`src/rtl/radar_timing_pkg.sv`:
```
// Package radar_timing_pkg
// Shared constants and the trigger source type of the radar timing generator.
// Assumes that all counts are in cycles of the divided reference clock.
package radar_timing_pkg;

    localparam int CNT_W         = 16;
    localparam int CFG_ADDR_W    = 5;
    localparam int NUM_ACQ_WIN   = 4;
    localparam int NUM_RADAR_WIN = 5;
    localparam int NUM_WIN       = NUM_ACQ_WIN + NUM_RADAR_WIN;

    // Register map: the period at 0, delays from 1, widths from 16
    localparam int ADDR_PERIOD   = 0;
    localparam int ADDR_DLY_BASE = 1;
    localparam int ADDR_WID_BASE = 16;

    localparam int MIN_PERIOD    = 2;
    localparam int DEF_PERIOD    = 62500;

    // Position of each radar window after the acquisition-sync group
    localparam int RAD_TX    = 0;
    localparam int RAD_TXAMP = 1;
    localparam int RAD_RX1   = 2;
    localparam int RAD_RX2   = 3;
    localparam int RAD_SPARE = 4;

    typedef enum logic [1:0] {
        SRC_INTERNAL = 2'd0,
        SRC_EXTERNAL = 2'd1,
        SRC_SINGLE   = 2'd2
    } trig_src_e;

endpackage

```
`src/rtl/radar_cfg_shadow.sv`:
```
// Module radar_cfg_shadow
// Staging and working registers for the period and the window settings.
// A write lands in the staging copy only. The working copy is reloaded
// as a whole when load_i is high, so a running period sees one consistent set.
// Assumes that load_i is the one-cycle trigger decision of the trigger unit.
module radar_cfg_shadow #(
    parameter int CNT_W      = 16,
    parameter int NUM_WIN    = 9,
    parameter int ADDR_W     = 5,
    parameter int RST_PERIOD = 62500,
    parameter int PER_ADDR   = 0,
    parameter int DLY_BASE   = 1,
    parameter int WID_BASE   = 16
) (
    input  logic                            clk,
    input  logic                            rst_n,
    input  logic                            wr_en_i,
    input  logic [ADDR_W-1:0]               wr_addr_i,
    input  logic [CNT_W-1:0]                wr_data_i,
    input  logic                            load_i,
    output logic [CNT_W-1:0]                act_period_o,
    output logic [NUM_WIN-1:0][CNT_W-1:0]   act_dly_o,
    output logic [NUM_WIN-1:0][CNT_W-1:0]   act_wid_o
);

    localparam logic [CNT_W-1:0]  PER_RST = CNT_W'(RST_PERIOD);
    localparam logic [ADDR_W-1:0] A_PER   = ADDR_W'(PER_ADDR);

    logic [CNT_W-1:0] stg_period_q;
    logic [CNT_W-1:0] act_period_q;

    // Capture a period write into the staging register
    always_ff @(posedge clk) begin
        if (!rst_n)
            stg_period_q <= PER_RST;
        else if (wr_en_i && wr_addr_i == A_PER)
            stg_period_q <= wr_data_i;
    end

    // Move the staged period into the working register at a trigger
    always_ff @(posedge clk) begin
        if (!rst_n)
            act_period_q <= PER_RST;
        else if (load_i)
            act_period_q <= stg_period_q;
    end

    assign act_period_o = act_period_q;

    p_shadow_period_hold_r3: assert property (@(posedge clk) disable iff (!rst_n)
        !load_i |=> $stable(act_period_o));

    for (genvar k = 0; k < NUM_WIN; k++) begin : g_slot
        localparam logic [ADDR_W-1:0] A_DLY = ADDR_W'(DLY_BASE + k);
        localparam logic [ADDR_W-1:0] A_WID = ADDR_W'(WID_BASE + k);

        logic [CNT_W-1:0] stg_dly_q, stg_wid_q;
        logic [CNT_W-1:0] act_dly_q, act_wid_q;

        // Capture delay and width writes for this window
        always_ff @(posedge clk) begin
            if (!rst_n) begin
                stg_dly_q <= '0;
                stg_wid_q <= '0;
            end else if (wr_en_i) begin
                if (wr_addr_i == A_DLY) stg_dly_q <= wr_data_i;
                if (wr_addr_i == A_WID) stg_wid_q <= wr_data_i;
            end
        end

        // Move the staged window settings into the working registers at a trigger
        always_ff @(posedge clk) begin
            if (!rst_n) begin
                act_dly_q <= '0;
                act_wid_q <= '0;
            end else if (load_i) begin
                act_dly_q <= stg_dly_q;
                act_wid_q <= stg_wid_q;
            end
        end

        assign act_dly_o[k] = act_dly_q;
        assign act_wid_o[k] = act_wid_q;

        p_shadow_window_hold_r3: assert property (@(posedge clk) disable iff (!rst_n)
            !load_i |=> ($stable(act_dly_o[k]) && $stable(act_wid_o[k])));
    end

endmodule

```
`src/rtl/radar_prf_trigger.sv`:
```
// Module radar_prf_trigger
// Picks the trigger source, decides when a trigger happens and keeps
// the phase counter, which counts cycles since the last trigger.
// The internal source fires once the phase reaches period-1. The
// external and single-shot sources fire on a registered rising edge.
// Assumes that shot_i is already debounced and that ext_prf_i is synchronous.
module radar_prf_trigger
    import radar_timing_pkg::*;
#(
    parameter int CNT_W   = 16,
    parameter int MIN_PER = 2
) (
    input  logic             clk,
    input  logic             rst_n,
    input  logic             single_sel_i,
    input  logic             ext_sel_i,
    input  logic             ext_prf_i,
    input  logic             shot_i,
    input  logic [CNT_W-1:0] period_i,
    output logic             fire_o,
    output logic             prf_o,
    output logic             prf_tog_o,
    output logic             armed_o,
    output logic [CNT_W-1:0] phase_o
);

    localparam logic [CNT_W-1:0] MIN_P     = CNT_W'(MIN_PER);
    localparam logic [CNT_W-1:0] ONE       = CNT_W'(1);
    localparam logic [CNT_W-1:0] PHASE_MAX = '1;

    trig_src_e        src;
    logic [CNT_W-1:0] per_eff;
    logic             ext_q, shot_q;
    logic             fire;
    logic [CNT_W-1:0] phase_q;
    logic             prf_q, tog_q, armed_q;

    // Work out the trigger source; single-shot overrides the external input
    always_comb begin
        if (single_sel_i)   src = SRC_SINGLE;
        else if (ext_sel_i) src = SRC_EXTERNAL;
        else                src = SRC_INTERNAL;
    end

    // Raise short periods to the minimum so that pulses never merge
    always_comb per_eff = (period_i < MIN_P) ? MIN_P : period_i;

    // Decide this cycle whether a trigger happens
    always_comb begin
        unique case (src)
            SRC_SINGLE:   fire = shot_i & ~shot_q;
            SRC_EXTERNAL: fire = ext_prf_i & ~ext_q;
            default:      fire = (phase_q >= per_eff - ONE);
        endcase
    end

    // Register the previous input levels for edge detection
    always_ff @(posedge clk) begin
        if (!rst_n) begin
            ext_q  <= 1'b0;
            shot_q <= 1'b0;
        end else begin
            ext_q  <= ext_prf_i;
            shot_q <= shot_i;
        end
    end

    // Reset the phase at a trigger, otherwise count up and saturate
    always_ff @(posedge clk) begin
        if (!rst_n)
            phase_q <= '0;
        else if (fire)
            phase_q <= '0;
        else if (phase_q != PHASE_MAX)
            phase_q <= phase_q + ONE;
    end

    // Register the trigger pulse, its toggled copy and the first-trigger flag
    always_ff @(posedge clk) begin
        if (!rst_n) begin
            prf_q   <= 1'b0;
            tog_q   <= 1'b0;
            armed_q <= 1'b0;
        end else begin
            prf_q   <= fire;
            tog_q   <= tog_q ^ fire;
            armed_q <= armed_q | fire;
        end
    end

    assign fire_o    = fire;
    assign prf_o     = prf_q;
    assign prf_tog_o = tog_q;
    assign armed_o   = armed_q;
    assign phase_o   = phase_q;

    p_internal_gap_r2: assert property (@(posedge clk) disable iff (!rst_n)
        (prf_o && src == SRC_INTERNAL) |=> !prf_o);

    p_tog_flip_r7: assert property (@(posedge clk) disable iff (!rst_n)
        prf_o |-> (prf_tog_o != $past(prf_tog_o)));

    p_tog_hold_r7: assert property (@(posedge clk) disable iff (!rst_n)
        !prf_o |-> $stable(prf_tog_o));

    p_ext_needs_edge_r8: assert property (@(posedge clk) disable iff (!rst_n)
        (ext_sel_i && !single_sel_i && !ext_prf_i) |=> !prf_o);

    p_single_needs_edge_r9: assert property (@(posedge clk) disable iff (!rst_n)
        (single_sel_i && !shot_i) |=> !prf_o);

endmodule

```
`src/rtl/radar_window_slot.sv`:
```
// Module radar_window_slot
// One timing window, open while the phase lies in [delay, delay+width).
// It stays closed until the first trigger after reset, and when the width is zero.
// Assumes that the phase restarts at 0 in the trigger cycle. That restart
// also cuts off a window that runs past the next trigger.
module radar_window_slot #(
    parameter int CNT_W = 16
) (
    input  logic             clk,
    input  logic             rst_n,
    input  logic             prf_i,
    input  logic             armed_i,
    input  logic [CNT_W-1:0] phase_i,
    input  logic [CNT_W-1:0] dly_i,
    input  logic [CNT_W-1:0] wid_i,
    output logic             win_o
);

    logic [CNT_W:0] end_pt;
    logic           in_range;

    // Compute the exclusive end point one bit wider so the sum cannot wrap
    always_comb end_pt = {1'b0, dly_i} + {1'b0, wid_i};

    // Compare the phase against the window bounds
    always_comb in_range = (phase_i >= dly_i) && ({1'b0, phase_i} < end_pt);

    assign win_o = armed_i && (wid_i != '0) && in_range;

    p_truncate_at_prf_r6: assert property (@(posedge clk) disable iff (!rst_n)
        (prf_i && dly_i != '0) |-> !win_o);

    p_open_at_delay_r4: assert property (@(posedge clk) disable iff (!rst_n)
        $rose(win_o) |-> (phase_i == dly_i));

endmodule

```
`src/rtl/radar_timing_gen.sv`:
```
// Module radar_timing_gen
// Top level of the radar trigger and timing-window generator. It ties the
// configuration shadow, the trigger unit and one slot per window to the
// named acquisition-sync and radar outputs.
// Assumes a single clock domain, the divided reference clock.
module radar_timing_gen
    import radar_timing_pkg::*;
#(
    parameter int RST_PERIOD = DEF_PERIOD
) (
    input  logic                   clk,
    input  logic                   rst_n,
    input  logic                   cfg_wr_i,
    input  logic [CFG_ADDR_W-1:0]  cfg_addr_i,
    input  logic [CNT_W-1:0]       cfg_data_i,
    input  logic                   single_sel_i,
    input  logic                   ext_sel_i,
    input  logic                   ext_prf_i,
    input  logic                   shot_i,
    output logic                   prf_o,
    output logic                   prf_tog_o,
    output logic [NUM_ACQ_WIN-1:0] acq_sync_o,
    output logic                   tx_blank_o,
    output logic                   txamp_blank_o,
    output logic                   rx1_blank_o,
    output logic                   rx2_blank_o,
    output logic                   spare_o
);

    logic                          fire;
    logic                          armed;
    logic [CNT_W-1:0]              phase;
    logic [CNT_W-1:0]              act_period;
    logic [NUM_WIN-1:0][CNT_W-1:0] act_dly;
    logic [NUM_WIN-1:0][CNT_W-1:0] act_wid;
    logic [NUM_WIN-1:0]            win;

    radar_cfg_shadow #(
        .CNT_W      (CNT_W),
        .NUM_WIN    (NUM_WIN),
        .ADDR_W     (CFG_ADDR_W),
        .RST_PERIOD (RST_PERIOD),
        .PER_ADDR   (ADDR_PERIOD),
        .DLY_BASE   (ADDR_DLY_BASE),
        .WID_BASE   (ADDR_WID_BASE)
    ) i_shadow (
        .clk          (clk),
        .rst_n        (rst_n),
        .wr_en_i      (cfg_wr_i),
        .wr_addr_i    (cfg_addr_i),
        .wr_data_i    (cfg_data_i),
        .load_i       (fire),
        .act_period_o (act_period),
        .act_dly_o    (act_dly),
        .act_wid_o    (act_wid)
    );

    radar_prf_trigger #(
        .CNT_W   (CNT_W),
        .MIN_PER (MIN_PERIOD)
    ) i_trigger (
        .clk          (clk),
        .rst_n        (rst_n),
        .single_sel_i (single_sel_i),
        .ext_sel_i    (ext_sel_i),
        .ext_prf_i    (ext_prf_i),
        .shot_i       (shot_i),
        .period_i     (act_period),
        .fire_o       (fire),
        .prf_o        (prf_o),
        .prf_tog_o    (prf_tog_o),
        .armed_o      (armed),
        .phase_o      (phase)
    );

    for (genvar k = 0; k < NUM_WIN; k++) begin : g_win
        radar_window_slot #(
            .CNT_W (CNT_W)
        ) i_slot (
            .clk     (clk),
            .rst_n   (rst_n),
            .prf_i   (prf_o),
            .armed_i (armed),
            .phase_i (phase),
            .dly_i   (act_dly[k]),
            .wid_i   (act_wid[k]),
            .win_o   (win[k])
        );
    end

    // Route the windows to the named outputs; R10 fixes this order
    assign acq_sync_o    = win[NUM_ACQ_WIN-1:0];
    assign tx_blank_o    = win[NUM_ACQ_WIN + RAD_TX];
    assign txamp_blank_o = win[NUM_ACQ_WIN + RAD_TXAMP];
    assign rx1_blank_o   = win[NUM_ACQ_WIN + RAD_RX1];
    assign rx2_blank_o   = win[NUM_ACQ_WIN + RAD_RX2];
    assign spare_o       = win[NUM_ACQ_WIN + RAD_SPARE];

endmodule

```
`config.mk`:
```
export PLATFORM = sky130hd
export DESIGN_NAME = radar_timing_gen
export DESIGN_NICKNAME = d
export VERILOG_FILES = /design/src/rtl/radar_timing_pkg.sv /design/src/rtl/radar_cfg_shadow.sv /design/src/rtl/radar_prf_trigger.sv /design/src/rtl/radar_window_slot.sv /design/src/rtl/radar_timing_gen.sv
export SDC_FILE = /design/constraint.sdc
export NUM_CORES = 2
export LEC_CHECK = 0
export ABC_CLOCK_PERIOD_IN_PS = 5100
export BUFFER_PORTS_ARGS = -buffer_cell sky130_fd_sc_hd__buf_2
export CORE_ASPECT_RATIO = 1.5
export CORE_MARGIN = 1.5
export CORE_UTILIZATION = 56
export CTS_CLUSTER_SIZE = 14
export DETAILED_ROUTE_END_ITERATION = 10
export PLACE_DENSITY_LB_ADDON = 0.12
export SYNTH_ARGS = -nofsm -noshare
export SYNTH_HDL_FRONTEND = slang
export SYNTH_SLANG_ARGS = --single-unit
```
`constraint.sdc`:
```
create_clock -name clk -period 5.1 [get_ports clk]
set_clock_uncertainty 0.15 [all_clocks]
set_input_delay 0.255 -clock clk [delete_from_list [all_inputs] [get_ports clk]]
set_output_delay 0.255 -clock clk [all_outputs]
set_load 0.02 [all_outputs]
```
[Word level (Yosys, flattened, before mapping)]
Cells that the tools add are included.
Cells by class
  add/subtract/negate cells: 11
  order comparisons: 20
  equality and inequality tests: 21
  muxes and demuxes: 4
  bitwise gates (word level): 7
  reduce and logical (&&, ||, !) cells: 57
Operators with widths (number)
  16-bit >= comparator: 10
  16-bit by 16-bit adder with 17-bit output: 9
  16-bit by 17-bit < comparator with 1-bit output: 9
  16-bit nonzero test: 9
  5-bit equality test, second input constant: 9
  2-bit AND reduction: 18
  1-bit logical AND: 28
  5-bit by 3-bit equality test with 1-bit output, second input constant: 4
  16-bit by 1-bit adder with 16-bit output, second input constant: 1
  16-bit by 2-bit < comparator with 1-bit output, second input constant: 1
  16-bit 2-to-1 mux: 1
  16-bit inequality test, second input constant: 1
  16-bit by 1-bit subtractor with 16-bit output, second input constant: 1
  5-bit by 2-bit equality test with 1-bit output, second input constant: 2
  5-bit by 4-bit equality test with 1-bit output, second input constant: 2
  5-bit by 1-bit equality test with 1-bit output, second input constant: 1
  5-bit logical NOT: 1
  1-bit inverter: 3
  1-bit AND: 2
  2-bit by 1-bit equality test with 1-bit output, second input constant: 1
  2-bit equality test, second input constant: 1
  2-bit 2-to-1 mux: 1
  1-bit case mux with 2 select lines: 1
  2-bit OR reduction: 1
  3 further kinds: 3
Storage, ports and cells
  flip-flop bits (word level): 629
  input port bits: 28

[Logic depth before layout (Yosys ltp)]
  depth in word-level cells: 6
  mapped depth: 20
  mapped depth without buffers: 17

[Modules after synthesis]
Synthesis repeated with hierarchy kept, for this count alone.
Second synthesis, totals
  cell total of the unflattened synthesis: 4021
  area, all modules: 37165.6 µm²
Modules (own cells, without submodules)
  radar_cfg_shadow: instances 1, cells each 2026, area an instance 22280.1 µm², sequential area each 12171.7 µm²
  radar_window_slot at g_win[0].i_slot ...: instances 7, cells each 202, area an instance 1476.4 µm², sequential area each 0.0 µm²
  radar_prf_trigger: instances 1, cells each 185, area an instance 1546.5 µm², sequential area each 420.4 µm²
  radar_window_slot at g_win[5].i_slot: instances 1, cells each 205, area an instance 1540.2 µm², sequential area each 0.0 µm²
  radar_window_slot at g_win[1].i_slot: instances 1, cells each 191, area an instance 1463.9 µm², sequential area each 0.0 µm²

[Worst setup path after synthesis]
No wires, ideal clock.
  path kind: reg-to-reg
  from: register i_shadow.act_period_q[10] (netlist: i_shadow.act_period_o[10])
  to: register i_shadow.g_slot[5].act_dly_q[0]
  library setup time: 0.072 ns
  arrival: 3.982 ns
  required time: 4.878 ns
  slack: 0.897 ns
  cell stages (with the launch flop): 21
  buffers on the path: 3
  period minus slack after synthesis: 4.203 ns
  cells stage by stage: dfxtp_1 -> nor4_1 -> nor3b_1 -> nand2_1 -> nor4_2 -> nand2b_1 -> ha_1 -> nand2b_1 -> or2_2 -> nor4_4 -> nand2_1 -> xor2_1 -> ha_1 -> nand4_1 -> o31ai_1 -> nand2b_1 -> o22ai_1 -> buf_2 -> buf_4 -> buf_2 -> mux2i_1
On the way
  cells in the longest elaborated chain, start to end: 5
RTL lines
  start: declaration: RTL line radar_cfg_shadow.sv:30  | logic [CNT_W-1:0] act_period_q;
  start signal: assignment: RTL line radar_cfg_shadow.sv:45  | act_period_q <= stg_period_q;
  16-bit by 2-bit < comparator with 1-bit output: RTL line radar_prf_trigger.sv:46  | always_comb per_eff = (period_i < MIN_P) ? MIN_P : period_i;
  16-bit 2-to-1 mux (*): RTL line radar_prf_trigger.sv:46
  16-bit by 1-bit subtractor with 16-bit output (*): RTL line radar_prf_trigger.sv:53  | default: fire = (phase_q >= per_eff - ONE);
  16-bit >= comparator (*): RTL line radar_prf_trigger.sv:53
  1-bit case mux with 2 select lines (*): RTL line radar_prf_trigger.sv:50  | unique case (src)
  end signal: assignment: RTL line radar_cfg_shadow.sv:77  | act_dly_q <= stg_dly_q;
  end: declaration: RTL line radar_cfg_shadow.sv:58  | logic [CNT_W-1:0] act_dly_q, act_wid_q;
Mark *: on every way between the ends. The rest lies on a longest branch, timed or not.
A chain may end at the register's enable or synchronous reset.

[Final worst setup path]
  from: register i_shadow.g_slot[8].act_dly_q[0]
  to: output port spare_o
On the way
  cells in the longest elaborated chain, start to end: 4
RTL lines
  start: declaration: RTL line radar_cfg_shadow.sv:58
  start signal: assignment: RTL line radar_cfg_shadow.sv:77
  16-bit by 16-bit adder with 17-bit output: RTL line radar_window_slot.sv:23  | always_comb end_pt = {1'b0, dly_i} + {1'b0, wid_i};
  16-bit by 17-bit < comparator with 1-bit output: RTL line radar_window_slot.sv:26  | always_comb in_range = (phase_i >= dly_i) && ({1'b0, phase_i} < end_pt);
  1-bit logical AND (*): RTL line radar_window_slot.sv:26
  1-bit logical AND (*): RTL line radar_window_slot.sv:28  | assign win_o = armed_i && (wid_i != '0) && in_range;
  end: declaration: RTL line radar_timing_gen.sv:27  | output logic spare_o
Marks and branches as above.

==> impl_results.html <==
<table>
<tr><th>Metric</th><th>Value</th></tr>
<tr><th colspan="2">Floorplan</th></tr>
<tr><td>Area of the die</td><td>67900 um^2</td></tr>
<tr><td>Core area</td><td>65600 um^2</td></tr>
<tr><td>Die width</td><td>213 um</td></tr>
<tr><td>Cell Rows</td><td>115</td></tr>
<tr><td>Top-Level Pins</td><td>39</td></tr>
<tr><td>Die boundary height</td><td>318 um</td></tr>
<tr><td>Effective utilization at floorplan</td><td>0.566</td></tr>
<tr><th colspan="2">Place</th></tr>
<tr><td>Quantity of I/O buffers inserted on ports</td><td>38</td></tr>
<tr><td>DPL Wire Length</td><td>68800 um</td></tr>
<tr><td>Placed instance area</td><td>38000 um^2</td></tr>
<tr><td>Post-placement worst setup slack</td><td>0.223 ns</td></tr>
<tr><td>Final estimated routing congestion in global placement</td><td>0.887</td></tr>
<tr><td>DP Cell Count</td><td>5374</td></tr>
<tr><th colspan="2">Worst setup path</th></tr>
<tr><td>Crit-path max cell delay</td><td>0.43 ns</td></tr>
<tr><td>Crit path launch type</td><td>flip-flop</td></tr>
<tr><td>Type of the worst setup path</td><td>flip-flop to output pin</td></tr>
<tr><td>R2r setup slk</td><td>0.40 ns</td></tr>
<tr><td>Dominant cell type by count on the critical path</td><td>a211oi_1</td></tr>
<tr><td>Arr. time, crit path</td><td>4.46 ns</td></tr>
<tr><td>Startpoint of the most critical setup path</td><td>i_shadow.g_slot[8].act_dly_q[0]$_SDFFE_PN0P_</td></tr>
<tr><td>Kind of end point of the critical path</td><td>output pin</td></tr>
<tr><td>Data required, critical path</td><td>4.70 ns</td></tr>
<tr><td>Critical path cell sequence</td><td>ha_1, fa_1, a211oi_1, nor2_1, nor4_2, o31ai_1, o21ai_1, xor2_1, ha_1, a21o_1, a211o_1, a211oi_1, a211oi_1, a221oi_2, buf_2</td></tr>
<tr><td>Capture point of the worst reg-to-reg path</td><td>i_shadow.g_slot[6].act_wid_q[12]$_SDFFE_PN0P_</td></tr>
<tr><td>Max Fanout on Critical Path</td><td>4</td></tr>
<tr><td>Crit path capture</td><td>spare_o</td></tr>
<tr><td>Worst Reg-to-Reg Cells</td><td>19</td></tr>
<tr><td>Reg2reg start</td><td>i_shadow.act_period_o[10]$_SDFFE_PN1P_</td></tr>
<tr><td>Critical-path cell with the highest stage delay</td><td>fa_1</td></tr>
<tr><th colspan="2">Yosys</th></tr>
<tr><td>Gate Count Post-Synth</td><td>4640</td></tr>
<tr><td>Synthesized netlist net count</td><td>5118</td></tr>
<tr><td>Seq cells post-synth</td><td>629</td></tr>
<tr><td>Average size of a mapped cell</td><td>8.01 um^2</td></tr>
<tr><td>EDFF count, synth</td><td>0</td></tr>
<tr><td>Number of warnings issued by yosys</td><td>0</td></tr>
<tr><td>Post-synth ARST share</td><td>0</td></tr>
<tr><td>Post-synthesis sequential area ratio</td><td>0.339</td></tr>
<tr><td>Flip-flop cell with the highest count after synthesis</td><td>dfxtp_1</td></tr>
<tr><td>Yosys cell types</td><td>71</td></tr>
<tr><td>Cell area after synthesis</td><td>37100 um^2</td></tr>
<tr><th colspan="2">Timing</th></tr>
<tr><td>Final count of hold timing violations</td><td>0</td></tr>
<tr><td>Post-layout worst setup margin</td><td>0.236 ns</td></tr>
<tr><td>Tmin final</td><td>4.86 ns</td></tr>
<tr><td>Setup TNS</td><td>0 ns</td></tr>
<tr><td>Highest clock rate</td><td>206 MHz</td></tr>
<tr><td>Setup-failing EPs final</td><td>0</td></tr>
<tr><td>Unrepaired setup endpoints after global routing</td><td>no</td></tr>
<tr><td>Worst Max-Slew Pin Slew</td><td>1.23 ns</td></tr>
<tr><td>Final Max Slew Viols</td><td>0</td></tr>
<tr><td>Share of the clock period used by the worst path after layout</td><td>0.954</td></tr>
<tr><td>Normalized max-slew margin</td><td>0.174</td></tr>
<tr><th colspan="2">GRT</th></tr>
<tr><td>Grt ovf</td><td>0</td></tr>
<tr><td>Global-route usage over all layers</td><td>0.298</td></tr>
<tr><td>Wire length of the first global-routing pass</td><td>160000 um</td></tr>
<tr><td>Vias in the first global route</td><td>30000</td></tr>
<tr><td>Pin count of the biggest net entering global routing</td><td>200</td></tr>
<tr><td>Initial antenna violation count</td><td>5</td></tr>
<tr><th colspan="2">Finish</th></tr>
<tr><td>Most common library cell in the layout ignoring fill and taps</td><td>nand2_1</td></tr>
<tr><td>Flip-flop and latch area</td><td>12600 um^2</td></tr>
<tr><td>Area growth, synth to finish</td><td>7.52%</td></tr>
<tr><td>Count of nets after finishing</td><td>5040</td></tr>
<tr><td>Leading cell types in the layout, fill and taps excluded</td><td>nand2_1, dfxtp_1, a21oi_1</td></tr>
<tr><td>Fillcell total</td><td>6091</td></tr>
<tr><td>Fraction of final layout cells sized beyond drive strength 1</td><td>0.0507</td></tr>
<tr><td>Number of standard cells in the final layout excluding fillers</td><td>5478</td></tr>
<tr><td>Total area of multi-input combinational cells</td><td>23000 um^2</td></tr>
<tr><td>Final Cell Area</td><td>39900 um^2</td></tr>
<tr><th colspan="2">Pwr</th></tr>
<tr><td>Post-layout total power</td><td>9.97 mW</td></tr>
<tr><td>Leakage power summed over all cells</td><td>15.9 nW</td></tr>
<tr><td>Highest ir drop seen on vdd</td><td>244 uV</td></tr>
<tr><td>PD cells</td><td>250 nW/um^2</td></tr>
<tr><th colspan="2">Clocking</th></tr>
<tr><td>Cts bufs inserted</td><td>57</td></tr>
<tr><td>Clock Tree Buf Depth</td><td>3</td></tr>
<tr><td>TritonCTS clock tree</td><td>built</td></tr>
<tr><td>Clock transition at the registers of the reported paths</td><td>0.07 ns</td></tr>
<tr><td>Total clock sinks</td><td>629</td></tr>
<tr><td>Root buf cell</td><td>clkbuf_16</td></tr>
<tr><td>Maximum level of the CTS H-tree</td><td>2</td></tr>
<tr><td>Post-CTS setup buffer count</td><td>0</td></tr>
<tr><td>Clock Latency Late Sink</td><td>0.64 ns</td></tr>
<tr><th colspan="2">Drt</th></tr>
<tr><td>Detail Route Antenna Nets</td><td>0</td></tr>
<tr><td>Detailed router's first-iteration violation count</td><td>1889</td></tr>
<tr><td>DRC errors left</td><td>0</td></tr>
<tr><td>DRT Wirelength</td><td>101000 um</td></tr>
<tr><td>Overall via count from detail_route</td><td>31400</td></tr>
<tr><td>Detailed-routing iteration count for the pre-antenna-repair pass</td><td>5</td></tr>
<tr><td>Via density</td><td>5.73</td></tr>
<tr><td>Routed length per placed instance</td><td>18.5 um</td></tr>
<tr><th colspan="2">Flow run</th></tr>
<tr><td>MaxCap Viol Count</td><td>0</td></tr>
<tr><th colspan="2">Run status</th></tr>
<tr><td>Run status</td><td>finished, final reports clean</td></tr>
<tr><th colspan="2">Worst hold path</th></tr>
<tr><td>Kind of path behind the tightest hold check</td><td>input port to flip-flop</td></tr>
<tr><td>Hold path depth</td><td>3</td></tr>
</table>
[worst max-delay path, delay by kind of cell, from the launching register on]
kind	cells	cell delay, ns
AOI/OAI and AO/OA	8	1.88
xor gates and xnor gates	1	0.16
adders and majority gates	3	0.92
buffers and inverters	1	0.22
DFF	1	0.33
and+or+nand+nor	2	0.31
[metal layers]
layer  wire length (um)  up-vias  share of wire  track usage
li1                   -    15800              -            -
met2              49000      669           0.48        0.519
met1              43300    14700           0.43        0.372
met4               4120        8          0.041        0.114
met3               4930      212          0.049       0.0341
met5                 43        -        0.00042            0
[flip-flops by register name, summed over array words and instances (netlist names)]
signal,flops
i_shadow.g_slot.stg_wid_q,144
i_shadow.g_slot.act_dly_q,144
i_shadow.g_slot.act_wid_q,144
i_trigger.prf_tog_o,1
i_trigger.shot_q,1
i_trigger.phase_o,16
i_trigger.prf_o,1
i_shadow.act_period_o,16
i_shadow.g_slot.stg_dly_q,144
i_trigger.armed_o,1
i_shadow.stg_period_q,16
i_trigger.ext_q,1
[area by class of cell]
class	count	area share
multi-input cells	3586	0.575
flip-flops and latches	629	0.316
clock buffers	77	0.0406
well taps	877	0.0275
inverters	196	0.0186
repair buffers	92	0.0180
clock inverters	19	0.00479
diodes	2	0.000125
[stage by stage]
stage | utilization | hold slack [ns]
final | 0.609 | 0.0638
after global routing | 0.609 | 0.0270
after CTS | 0.608 | 0.0149
after detailed placement | 0.579 | 0.297
after global placement | 0.579 | 0.292
after floorplan | - | 0.234
[cell usage after synthesis (50+ instances only)]
| cell type | count | area [um^2] |
|---|---|---|
| a21o_1 | 82 | 616 |
| a21oi_1 | 460 | 2300 |
| clkbuf_1 | 175 | 657 |
| dfxtp_1 | 629 | 12600 |
| ha_1 | 441 | 5520 |
| inv_1 | 195 | 732 |
| mux2i_1 | 306 | 3060 |
| nand2_1 | 1338 | 5020 |
| nand3_1 | 63 | 315 |
| nor2_1 | 133 | 499 |
| nor4_1 | 50 | 313 |
| o21ai_0 | 133 | 666 |
| xnor2_1 | 55 | 482 |
| xor2_1 | 75 | 657 |
[worst min path at each step]
stage,from,to,slack [ns]
finish,cfg_data_i[2],i_shadow.g_slot[3].stg_wid_q[2]$_SDFFE_PN0P_,0.06
global route,cfg_data_i[2],i_shadow.g_slot[4].stg_wid_q[2]$_SDFFE_PN0P_,0.03
CTS,cfg_data_i[2],i_shadow.g_slot[5].stg_dly_q[2]$_SDFFE_PN0P_,0.01
detailed placement,i_shadow.g_slot[0].stg_wid_q[12]$_SDFFE_PN0P_,i_shadow.g_slot[0].stg_wid_q[12]$_SDFFE_PN0P_,0.30
global placement,i_shadow.g_slot[0].stg_wid_q[9]$_SDFFE_PN0P_,i_shadow.g_slot[0].stg_wid_q[9]$_SDFFE_PN0P_,0.29
floorplan,ext_prf_i,i_trigger.ext_q$_SDFF_PN0_,0.23
[what timing repair did]
action	in CTS	in global routing
setup endpoints to repair	2	320
hold buffers	6	0
hold endpoints to repair	22	0
pin swaps	0	3
resized for setup	2	18
[power by group]
group | switching [mW] | internal (mW)
registers | 0.0292 | 4.94
clock network | 1.92 | 2.37
logic | 0.485 | 0.228
[logic make-up after synthesis]
family,share of synthesized area
AOI/OAI and AO/OA,0.146
xor gates and xnor gates,0.0306
adders and majority gates,0.153
buffers and inverters,0.0459
DFF,0.339
muxes,0.0824
and+or+nand+nor,0.202
Note: power is estimated with default switching activity, not from simulation.
